### config.mk
export PLATFORM = sky130hd
export DESIGN_NAME = rdport_out_ctrl
export DESIGN_NICKNAME = d
export VERILOG_FILES = /design/src/rtl/rdp_pkg.sv /design/src/rtl/rdp_cs_track.sv /design/src/rtl/rdp_data_stage.sv /design/src/rtl/rdport_out_ctrl.sv
export SDC_FILE = /design/constraint.sdc
export NUM_CORES = 1
export LEC_CHECK = 0
export ABC_AREA = 1
export BUFFER_PORTS_ARGS = -buffer_cell sky130_fd_sc_hd__buf_2
export CORE_MARGIN = 2
export CORE_UTILIZATION = 40
export DETAILED_ROUTE_END_ITERATION = 10
export GPL_ROUTABILITY_DRIVEN = 0
export PLACE_DENSITY = 0.78
export RECOVER_POWER = 25
export SYNTH_ARGS = -nofsm -noshare
export SYNTH_HDL_FRONTEND = slang
export SYNTH_SLANG_ARGS = --single-unit
### constraint.sdc
create_clock -name clk -period 3 [get_ports clk]
set_input_delay 0.6 -clock clk [delete_from_list [all_inputs] [get_ports clk]]
set_output_delay 0.6 -clock clk [all_outputs]
set_load 0.01 [all_outputs]
### src/rtl/rdp_pkg.sv
package rdp_pkg;

    // Chip-select history and error flag of the read port
    typedef struct packed {
        logic cs_seen;   // chip select was active at the previous edge
        logic drv;       // registered drive request
        logic err;       // protocol error flag
    } cs_state_t;

    function automatic logic first_cs_cycle(input logic cs_now, input logic cs_prev);
        return cs_now && !cs_prev;
    endfunction

endpackage

### src/rtl/rdp_cs_track.sv
module rdp_cs_track
    import rdp_pkg::*;
(
    input  logic clk,
    input  logic rst_busy,
    input  logic csel_n,
    input  logic oe_n,
    input  logic ren_n,
    output logic cs_armed,
    output logic dout_drive,
    output logic proto_err
);

    cs_state_t st_q, st_d;

    always_comb begin
        st_d = st_q;
        if (rst_busy) begin
            st_d.cs_seen = 1'b0;
            st_d.drv     = 1'b1;   // keep bus under OE control until first edge after reset
            st_d.err     = 1'b0;
        end else begin
            st_d.cs_seen = !csel_n;
            st_d.drv     = !csel_n;
            st_d.err     = first_cs_cycle(!csel_n, st_q.cs_seen) && !ren_n;
        end
    end

    always_ff @(posedge clk) begin
        st_q <= st_d;
    end

    assign cs_armed   = st_q.cs_seen;
    assign dout_drive = !oe_n && (rst_busy || st_q.drv);
    assign proto_err  = st_q.err;

    AST_CS_HIGH_RELEASE: assert property (@(posedge clk) disable iff (rst_busy)
        csel_n |=> !dout_drive);
    AST_CS_LOW_DRIVE: assert property (@(posedge clk) disable iff (rst_busy)
        !csel_n |=> (dout_drive == !oe_n));
    AST_PROTO_FLAG: assert property (@(posedge clk) disable iff (rst_busy)
        (!csel_n && $past(csel_n) && !ren_n) |=> proto_err);

endmodule

### src/rtl/rdp_data_stage.sv
module rdp_data_stage #(
    parameter int W = 36
) (
    input  logic         clk,
    input  logic         rst_busy,
    input  logic         fwft_mode,
    input  logic         rd_req,
    input  logic         fifo_empty,
    input  logic [W-1:0] mem_data,
    output logic [W-1:0] dout,
    output logic         out_valid,
    output logic         pop
);

    typedef struct packed {
        logic [W-1:0] word;
        logic         valid;
    } dstate_t;

    dstate_t st_q, st_d;
    logic    pop_d;

    always_comb begin
        st_d  = st_q;
        pop_d = 1'b0;
        if (rst_busy) begin
            st_d.word  = '0;
            st_d.valid = 1'b0;
        end else if (fwft_mode) begin
            if (!st_q.valid) begin
                if (!fifo_empty) begin
                    pop_d      = 1'b1;
                    st_d.word  = mem_data;
                    st_d.valid = 1'b1;
                end
            end else if (rd_req) begin
                if (!fifo_empty) begin
                    pop_d     = 1'b1;
                    st_d.word = mem_data;
                end else begin
                    st_d.valid = 1'b0;
                end
            end
        end else begin
            st_d.valid = 1'b0;
            if (rd_req && !fifo_empty) begin
                pop_d     = 1'b1;
                st_d.word = mem_data;
            end
        end
    end

    always_ff @(posedge clk) begin
        st_q <= st_d;
    end

    assign dout      = st_q.word;
    assign out_valid = st_q.valid;
    assign pop       = pop_d;

    AST_HOLD_NO_POP: assert property (@(posedge clk) disable iff (rst_busy)
        !pop |=> $stable(dout));
    AST_FALL_THROUGH: assert property (@(posedge clk) disable iff (rst_busy)
        (fwft_mode && !out_valid && !fifo_empty) |=> out_valid);

endmodule

### src/rtl/rdport_out_ctrl.sv
module rdport_out_ctrl #(
    parameter int W = 36
) (
    input  logic         clk,
    input  logic         rst_busy,
    input  logic         fwft_mode,
    input  logic         csel_n,
    input  logic         oe_n,
    input  logic         ren_n,
    input  logic         rt_req,
    input  logic         fifo_empty,
    input  logic [W-1:0] mem_data,
    output logic [W-1:0] dout,
    output logic         dout_drive,
    output logic         out_valid,
    output logic         pop,
    output logic         rt_accept,
    output logic         proto_err
);

    logic cs_armed;
    logic rd_req;

    rdp_cs_track u_cs (
        .clk        (clk),
        .rst_busy   (rst_busy),
        .csel_n     (csel_n),
        .oe_n       (oe_n),
        .ren_n      (ren_n),
        .cs_armed   (cs_armed),
        .dout_drive (dout_drive),
        .proto_err  (proto_err)
    );

    assign rd_req = !csel_n && cs_armed && !ren_n;

    rdp_data_stage #(.W(W)) u_data (
        .clk        (clk),
        .rst_busy   (rst_busy),
        .fwft_mode  (fwft_mode),
        .rd_req     (rd_req),
        .fifo_empty (fifo_empty),
        .mem_data   (mem_data),
        .dout       (dout),
        .out_valid  (out_valid),
        .pop        (pop)
    );

    assign rt_accept = rt_req && !csel_n && !rst_busy;

    AST_FIRST_CS_NO_READ: assert property (@(posedge clk) disable iff (rst_busy)
        (!fwft_mode && !csel_n && $past(csel_n)) |-> !pop);
    AST_RESET_OE_ONLY: assert property (@(posedge clk)
        rst_busy |-> (dout_drive == !oe_n));
    AST_RT_NEEDS_CS: assert property (@(posedge clk)
        rt_accept |-> !csel_n);

endmodule

Word-level counts from Yosys, hierarchy flattened
Index checks and enable logic that the tools add are counted.
{"block": "word_totals", "regBits": 40, "output_inout_bits": 41, "word_cells": 39}
{"block": "classes", "n_eq_ne": 3, "n_mux": 12, "bitwise_logic": 1, "n_reduce_logical": 18}
{"op": "37-bit 2-to-1 mux", "count": 4}
{"op": "36-bit 2-to-1 mux", "count": 2}
{"op": "1-bit logical AND", "count": 8}
{"op": "1-bit logical NOT", "count": 6}
{"op": "1-bit 2-to-1 mux", "count": 6}
{"op": "3-bit by 2-bit inequality test with 1-bit output (second input constant)", "count": 2}
{"op": "4-bit AND reduction", "count": 1}
{"op": "3-bit inequality test (second input constant)", "count": 1}
{"op": "2-bit nonzero test", "count": 1}
{"op": "2-bit OR reduction", "count": 1}
{"op": "1-bit logical OR", "count": 1}
{"op": "1-bit inverter", "count": 1}

Depth between registers and ports, before layout
Gate-level depths: netlist of run 1.
{"block": "logic_depth", "word_depth": 7, "ltp_mapped": 7, "ltp_nobuf": 6}

Hierarchy
Synthesis of run 1 repeated with hierarchy kept, for this count alone.
{"block": "hier_totals", "hier_cells": 188, "hier_area_um2": 1599.0}
{"mod": "rdp_data_stage", "n_inst": 1, "cells_per_inst": 169, "area_each_um2": 1468.9, "seq_area_each_um2": 740.7}
{"mod": "rdp_cs_track", "n_inst": 1, "cells_per_inst": 14, "area_each_um2": 106.4, "seq_area_each_um2": 60.1}
{"mod": "rdport_out_ctrl", "n_inst": 1, "cells_per_inst": 5, "area_each_um2": 23.8, "seq_area_each_um2": 0.0}

Worst setup path before layout of run 1
No wires, ideal clock.
{"block": "synth_timing", "kind": "input port to output port", "start": "in ren_n", "end": "out pop", "arrival_time_ns": 1.310, "slack_ns": 1.090, "cell_stages": 6, "n_path_buf": 1, "path_cell_list": "nor2_2 -> nand2_2 -> nand2_4 -> nand2_8 -> buf_12 -> nor2_1"}
{"block": "synth_between", "elab_chain_cells": 6, "word_cells_on_any_way": 8, "classes_between": "5 x mux; 3 x reduce/logical"}
{"item": "start: declaration", "line_no": "rdport_out_ctrl.sv:9", "rtl": "input logic ren_n,"}
{"item": "1-bit logical NOT *", "line_no": "rdport_out_ctrl.sv:35", "rtl": "assign rd_req = !csel_n && cs_armed && !ren_n;"}
{"item": "1-bit logical AND *", "line_no": "rdport_out_ctrl.sv:35"}
{"item": "1-bit 2-to-1 mux / 1-bit logical AND (equally long branches)", "line_no": "rdp_data_stage.sv:36, rdp_data_stage.sv:46"}
{"item": "1-bit 2-to-1 mux (on tied branches)", "line_no": "rdp_data_stage.sv:30, rdp_data_stage.sv:46"}
{"item": "1-bit 2-to-1 mux *", "line_no": "rdp_data_stage.sv:29", "rtl": "end else if (fwft_mode) begin"}
{"item": "1-bit 2-to-1 mux *", "line_no": "rdp_data_stage.sv:26", "rtl": "if (rst_busy) begin"}
{"item": "end: declaration", "line_no": "rdport_out_ctrl.sv:16", "rtl": "output logic pop,"}
Mark *: on every way between the ends. The rest lies on a longest branch, timed or not.

Final worst setup path of run 1
Ends and elaborated chain as after synthesis.

==> results by group, run 1 <==
Finish
  – Multi-input logic area: 639 um^2
  – FILL cells: 383
  – ANT cells: 0
  – Share of cells above drive strength 1: 0.384
  – FF/Latch Area: 801 um^2
  – Post-Layout Cell Count: 311
  – Layout area overhead: 30.2%
  – Final nets: 306

Floorplanning
  – Die width: 66.7 um
  – IO Pins: 85
  – Die height: 66.7 um
  – Die area: 4450 um^2
  – Initial Util: 0.424
  – CORE AREA: 3720 um^2
  – Core Rows: 22

Worst setup path
  – Critical path class: in2out
  – CP arrival: 1420 ps
  – Cell breakdown of the critical path: buf_2, nor2_2, nand2_2, nand2_4, nand2_8, nor2_1, buf_2
  – Worst setup SP type: input port
  – Delay-heaviest family, CP: simple AND/OR/NAND/NOR gates
  – Slowest cell on crit path: nand2_8
  – Worst r2r src: u_data.out_valid
  – WP buf/inv: 2
  – CP max stage delay: 160 ps
  – WP data required: 2400 ps
  – R2r setup slk: 1720 ps
  – FF-to-FF path depth: 6
  – RR Endpoint: u_data.dout[24]
  – Most frequent cell on the critical path: buf_2
  – CP max FO: 37
  – Critical Path End Type: primary output

Global routing
  – Largest net degree at the start of global routing: 38
  – Grt total ovfl: 0
  – Vias in the first global route: 1197
  – First-pass GRT wire length: 5290 um
  – Gr usage total: 0.155
  – Initial antenna violation count: 0

Detailed routing
  – Residual DRC: 0
  – Vias: 1471
  – Antenna-violating nets left: 0
  – Initial drt markers: 59
  – Total wire length: 3410 um
  – Vias per cell: 4.73
  – Drt pass-1 iters: 4
  – Wire per inst: 11.0 um

Yosys
  – YS warnings: 0
  – Number of synthesized register bits: 40
  – Synthesized area per cell: 8.70 um^2
  – Cell taking the most area after synthesis: dfxtp_1
  – Mapped cell area: 1570 um^2
  – Yosys cell types: 19
  – Top cell type's share of synthesized area: 0.509
  – Syn_nets: 225
  – Post-synthesis sequential area ratio: 0.509
  – Top cells by area, synth: dfxtp_1, nand3_1, a21oi_1, nand2_1, a21oi_2
  – Cells after Synth: 181

Placement
  – HPWL after detailed placement: 2330 um
  – PortBufs: 84
  – Dpl cells: 303

Clock tree
  – Clock transition time at the flip-flop clock pins of the worst setup and hold paths: 70 ps
  – CTS resizes: 0
  – Cts hold-fix bufs: 0
  – Post-CTS setup buffers: 0
  – H-tree depth: 2
  – Total clock buffers created by CTS: 5
  – CTS max path bufs: 2
  – Clock latency on the worst-skew pair: 280 ps
  – TritonCTS clock tree: yes
  – Root Buffer: clkbuf_8
  – CTS sink cnt: 40

Pwr
  – Leak pwr: 0.890 nW
  – Pwr Density: 559 nW/um^2
  – Worst VDD drop: 372 uV

Timing
  – Count of final hold-check violations: 0
  – Worst Max-Slew Pin Slew: 474 ps
  – Peak Freq: 0.494 GHz
  – Min Tclk post-route: 2020 ps
  – Final Cycle Share: 0.675
  – Final Max Slew Viols: 0
  – Clock Skew: 3.41 ps
  – RSZ-0062 raised after global routing: no
  – Setup TNS Final: 0 ps
  – Final setup fails: 0
  – Slew HR: 0.684
  – WHS: 446 ps

Worst hold path
  – Worst hold path type: reg2reg
  – Hold endpoint: u_cs.proto_err
  – Hold_sp: u_cs.cs_armed
  – Hold depth: 1

Flow run
  – # Max-Cap Violations: 0

Run status
  – Outcome: finished clean
-- stage by stage --
stage | power, mW | utilization | instance area (um^2) | setup WS (ps)
2_1_floorplan | 0.685 | - | 1570 | 1090
3_3_place_gp | 0.739 | 0.528 | 1960 | 979
3_5_place_dp | 0.740 | 0.528 | 1960 | 971
4_1_cts | 1.16 | 0.557 | 2070 | 969
5_1_grt | 1.20 | 0.552 | 2050 | 909
6_report | 1.14 | 0.552 | 2050 | 976
-- cell type report --
cell class / instances / share of cell area
clock buffers: 6 / 0.0354
clock inverters: 2 / 0.0171
inverters: 5 / 0.00916
multi-input cells: 123 / 0.312
flip-flops and latches: 40 / 0.391
well taps: 48 / 0.0293
repair buffers: 87 / 0.206
-- synthesized netlist by cell type, drive strengths merged --
master  instances
nand3          36
nor2            6
inv             5
a21oi          37
nor3            1
dfxtp          40
nand2          43
clkbuf          2
buf            11
-- worst register-to-register path, cell delays in order (launching register included) --
cell     delay, ps
dfxtp_1        320
inv_1           50
nand2_1         70
nand2_4        100
buf_4          330
nand3_1        180
a21oi_2        160
-- state kept, by name, indices dropped and copies added, names as in the netlist --
name              count
u_cs.proto_err        1
u_data.dout          36
u_data.out_valid      1
u_cs.cs_armed         1
u_cs.st_q             1
-- kinds of logic (layout without fill, tap and decap cells) --
| kind of cell | after synthesis | count (layout) | synth area share |
|---|---|---|---|
| DFF | 40 | 40 | 0.509 |
| buffers and inverters | 18 | 100 | 0.0851 |
| AOI/OAI and AO/OA | 37 | 37 | 0.139 |
| and+or+nand+nor | 86 | 86 | 0.267 |
-- layout by cell type (no fill, tap or decap), types with 3 or more instances in the layout --
cell type,n
a21oi_1,28
a21oi_2,9
buf_2,68
buf_4,3
clkbuf_1,17
clkbuf_8,5
dfxtp_1,40
inv_1,4
nand2_1,31
nand2_2,10
nand3_1,36
nor2_1,5
-- how the worst max path moves through the flow --
stage | slack, ps | cells after the start | endpoint | start
2_1_floorplan | 1090 | 6 | pop | ren_n
3_5_place_dp | 970 | 7 | pop | ren_n
4_1_cts | 970 | 7 | pop | ren_n
3_3_place_gp | 980 | 7 | pop | ren_n
6_report | 980 | 7 | pop | ren_n
5_1_grt | 910 | 7 | pop | ren_n
-- metal layers --
metal  global-route usage  part of all wire  routed length, um  vias up
li1                     -                 -                  -      766
met1                0.194              0.47               1610      647
met2                0.246              0.44               1510       56
met3               0.0574             0.079                271        2
met4               0.0459            0.0041                 14        0
met5                    0                 0                  0        -
-- power breakdown --
part / switching (mW) / internal [mW] / total (mW)
registers: 0.0139 / 0.557 / 0.571
logic: 0.0898 / 0.0632 / 0.153
clock network: 0.174 / 0.247 / 0.421
total: 0.278 / 0.867 / 1.14
Note: power is estimated with default switching activity, not from simulation.
==> run 2: changes to the inputs <==
--- a/config.mk
+++ b/config.mk
@@ -8,10 +8,10 @@
 export ABC_AREA = 1
 export BUFFER_PORTS_ARGS = -buffer_cell sky130_fd_sc_hd__buf_2
 export CORE_MARGIN = 2
-export CORE_UTILIZATION = 40
+export CORE_UTILIZATION = 39
 export DETAILED_ROUTE_END_ITERATION = 10
 export GPL_ROUTABILITY_DRIVEN = 0
-export PLACE_DENSITY = 0.78
+export PLACE_DENSITY = 0.79
 export RECOVER_POWER = 25
 export SYNTH_ARGS = -nofsm -noshare
 export SYNTH_HDL_FRONTEND = slang
==> constraint.sdc (replaced) <==
create_clock -name clk -period 1.7 [get_ports clk]
set_input_delay 0.34 -clock clk [delete_from_list [all_inputs] [get_ports clk]]
set_output_delay 0.34 -clock clk [all_outputs]
set_load 0.01 [all_outputs]
==> results by group, run 2 (synthesis gave the netlist of run 1 again) <==
Flow run
  – # Max-Cap Violations: 0 (unchanged)

Clock tree
  – Root Buffer: clkbuf_8 (unchanged)
  – CTS sink cnt: 40 (unchanged)
  – H-tree depth: 2 (unchanged)
  – Post-CTS setup buffers: 0 (unchanged)
  – Total clock buffers created by CTS: 5 (unchanged)
  – Clock transition time at the flip-flop clock pins of the worst setup and hold paths: 70 ps (about the same)
  – CTS max path bufs: 2 (unchanged)
  – CTS resizes: 0 (unchanged)
  – TritonCTS clock tree: yes (unchanged)
  – Cts hold-fix bufs: 0 (unchanged)
  – Clock latency on the worst-skew pair: 290 ps (was 280 ps)

Timing
  – Final Cycle Share: 0.902
  – RSZ-0062 raised after global routing: no (unchanged)
  – Slew HR: 0.427 (was 0.684)
  – Clock Skew: 4.39 ps (was 3.41 ps)
  – Final setup fails: 0 (unchanged)
  – Final Max Slew Viols: 0 (unchanged)
  – PnR worst setup slack: 166 ps (was 976 ps)
  – Worst Max-Slew Pin Slew: 860 ps (was 474 ps)
  – Count of final hold-check violations: 0 (unchanged)
  – Setup TNS Final: 0 ps (unchanged)
  – Min Tclk post-route: 1530 ps
  – Peak Freq: 0.652 GHz

Pwr
  – Sw frac: 0.261 (was 0.242)
  – Leak pwr: 0.897 nW (was 0.890 nW)
  – Pint: 1.42 mW (was 0.867 mW)
  – Clock power frac: 0.331 (was 0.367)
  – Worst VDD drop: 436 uV (was 372 uV)
  – Pwr Density: 937 nW/um^2 (was 559 nW/um^2)
  – Gate power share: 0.145 (was 0.134)
  – Total power: 1.93 mW (was 1.14 mW)
  – Register share of total power: 0.523 (was 0.499)
  – Sw power: 0.502 mW (was 0.278 mW)

Worst setup path
  – Critical Path End Type: primary output (unchanged)
  – Worst setup SP type: flip-flop (was input port)
  – Worst r2r src: u_data.out_valid (unchanged)
  – WP data required: 1360 ps (was 2400 ps)
  – Critical path class: reg2out (was in2out)
  – Critical path startpoint: u_data.out_valid (was ren_n)
  – CP arrival: 1190 ps (was 1420 ps)
  – CP max FO: 20 (was 37)

Global routing
  – First-pass GRT wire length: 5300 um (was 5290 um)
  – Gr usage total: 0.158 (was 0.155)
  – Grt total ovfl: 0 (unchanged)
  – Initial antenna violation count: 0 (unchanged)
  – Vias in the first global route: 1233 (was 1197)
  – Largest net degree at the start of global routing: 38 (unchanged)

Placement
  – HPWL after detailed placement: 2610 um (was 2330 um)
  – Worst slack, placed: 270 ps (was 971 ps)
  – PortBufs: 84 (unchanged)
  – Placement Cell Area: 1990 um^2 (was 1960 um^2)

Finish
  – Final nets: 309 (was 306)
  – Share of cells above drive strength 1: 0.391 (was 0.384)
  – Post-Route Utilization: 0.521 (was 0.552)
  – Commonest non-fill, non-tap cell in the layout: buf_2 (unchanged)
  – Layout area overhead: 30.6% (was 30.2%)
  – ANT cells: 0 (unchanged)
  – Number of flip-flops in the largest register: 36 (unchanged)
  – Post-route cell area: 2060 um^2 (was 2050 um^2)
  – Commonest cells after routing, fill and taps aside: buf_2, dfxtp_1, nand3_1, nand2_1, a21oi_1 (unchanged)

Floorplanning
  – Die height: 67.5 um (was 66.7 um)
  – CORE AREA: 3940 um^2 (was 3720 um^2)
  – Die area: 4560 um^2 (was 4450 um^2)
  – IO Pins: 85 (unchanged)
  – Core Rows: 23 (was 22)
  – Die width: 67.5 um (was 66.7 um)
  – Initial Util: 0.399 (was 0.424)

Worst hold path
  – Worst hold path type: in2reg (was reg2reg)
  – Hold_sp: ren_n (was u_cs.cs_armed)

Detailed routing
  – Vias: 1480 (was 1471)
  – Wire per inst: 11.6 um (was 11.0 um)
  – Residual DRC: 0 (unchanged)
  – Antenna-violating nets left: 0 (unchanged)
  – Initial drt markers: 51 (was 59)
  – Vias per cell: 4.68 (was 4.73)
  – Total wire length: 3670 um (was 3410 um)
  – Drt pass-1 iters: 4 (unchanged)

Run status
  – Outcome: finished clean (unchanged)
-- run 2: cell count changes in the layout (fill, tap and decap cells not counted) --
cell / change
buf_4: +2
clkinv_2: +1
buf_2: -1
clkbuf_8: +1
bufinv_16: -1
clkbuf_2: +1
-- run 2: routing by layer --
layer / routed length, um / track usage / vias to the layer above
li1: - / - / 773
met2: 1630 / 0.262 / 52
met4: 70 / 0.0842 / 0
met3: 265 / 0.0417 / 8
met1: 1710 / 0.185 / 647
met5: 0 / 0 / -
-- run 2: metrics by stage --
step                      hold WS [ps]  cells
after floorplan                    410    181
after global placement             431    308
after detailed placement           448    308
after CTS                          235    316
after global routing               240    316
final                              246    316
-- run 2: critical path, stage by stage, from the launching register on --
cell,delay [ps]
dfxtp_1,320
inv_1,50
nand2_1,80
nand2_4,110
nand2_8,110
nor2_1,100
buf_2,140
-- run 2: layout make-up --
type / count / area [um^2]
clock inverters: 2 / 10.0
well taps: 50 / 62.6
clock buffers: 6 / 82.6
fillers: 398 / 1890
repair buffers: 90 / 442
inverters: 5 / 18.8
flip-flops and latches: 40 / 801
multi-input cells: 123 / 639
-- run 2: worst paths after layout --
check | end | slack (ps) | depth (start not counted)
min | u_cs.proto_err | 250 | 2
max | pop | 170 | 6
max reg2reg | u_data.dout[16] | 410 | 7
min reg2reg | u_cs.proto_err | 450 | 1
-- run 2: power by group through the flow --
stage                     Clock (mW)  Sequential, mW  Combinational (mW)
after global routing           0.701            1.01               0.312
final                          0.638            1.01               0.279
after global placement             0            1.03               0.284
after floorplan                    0            1.05               0.159
after CTS                      0.663            1.01               0.290
after detailed placement           0            1.03               0.289
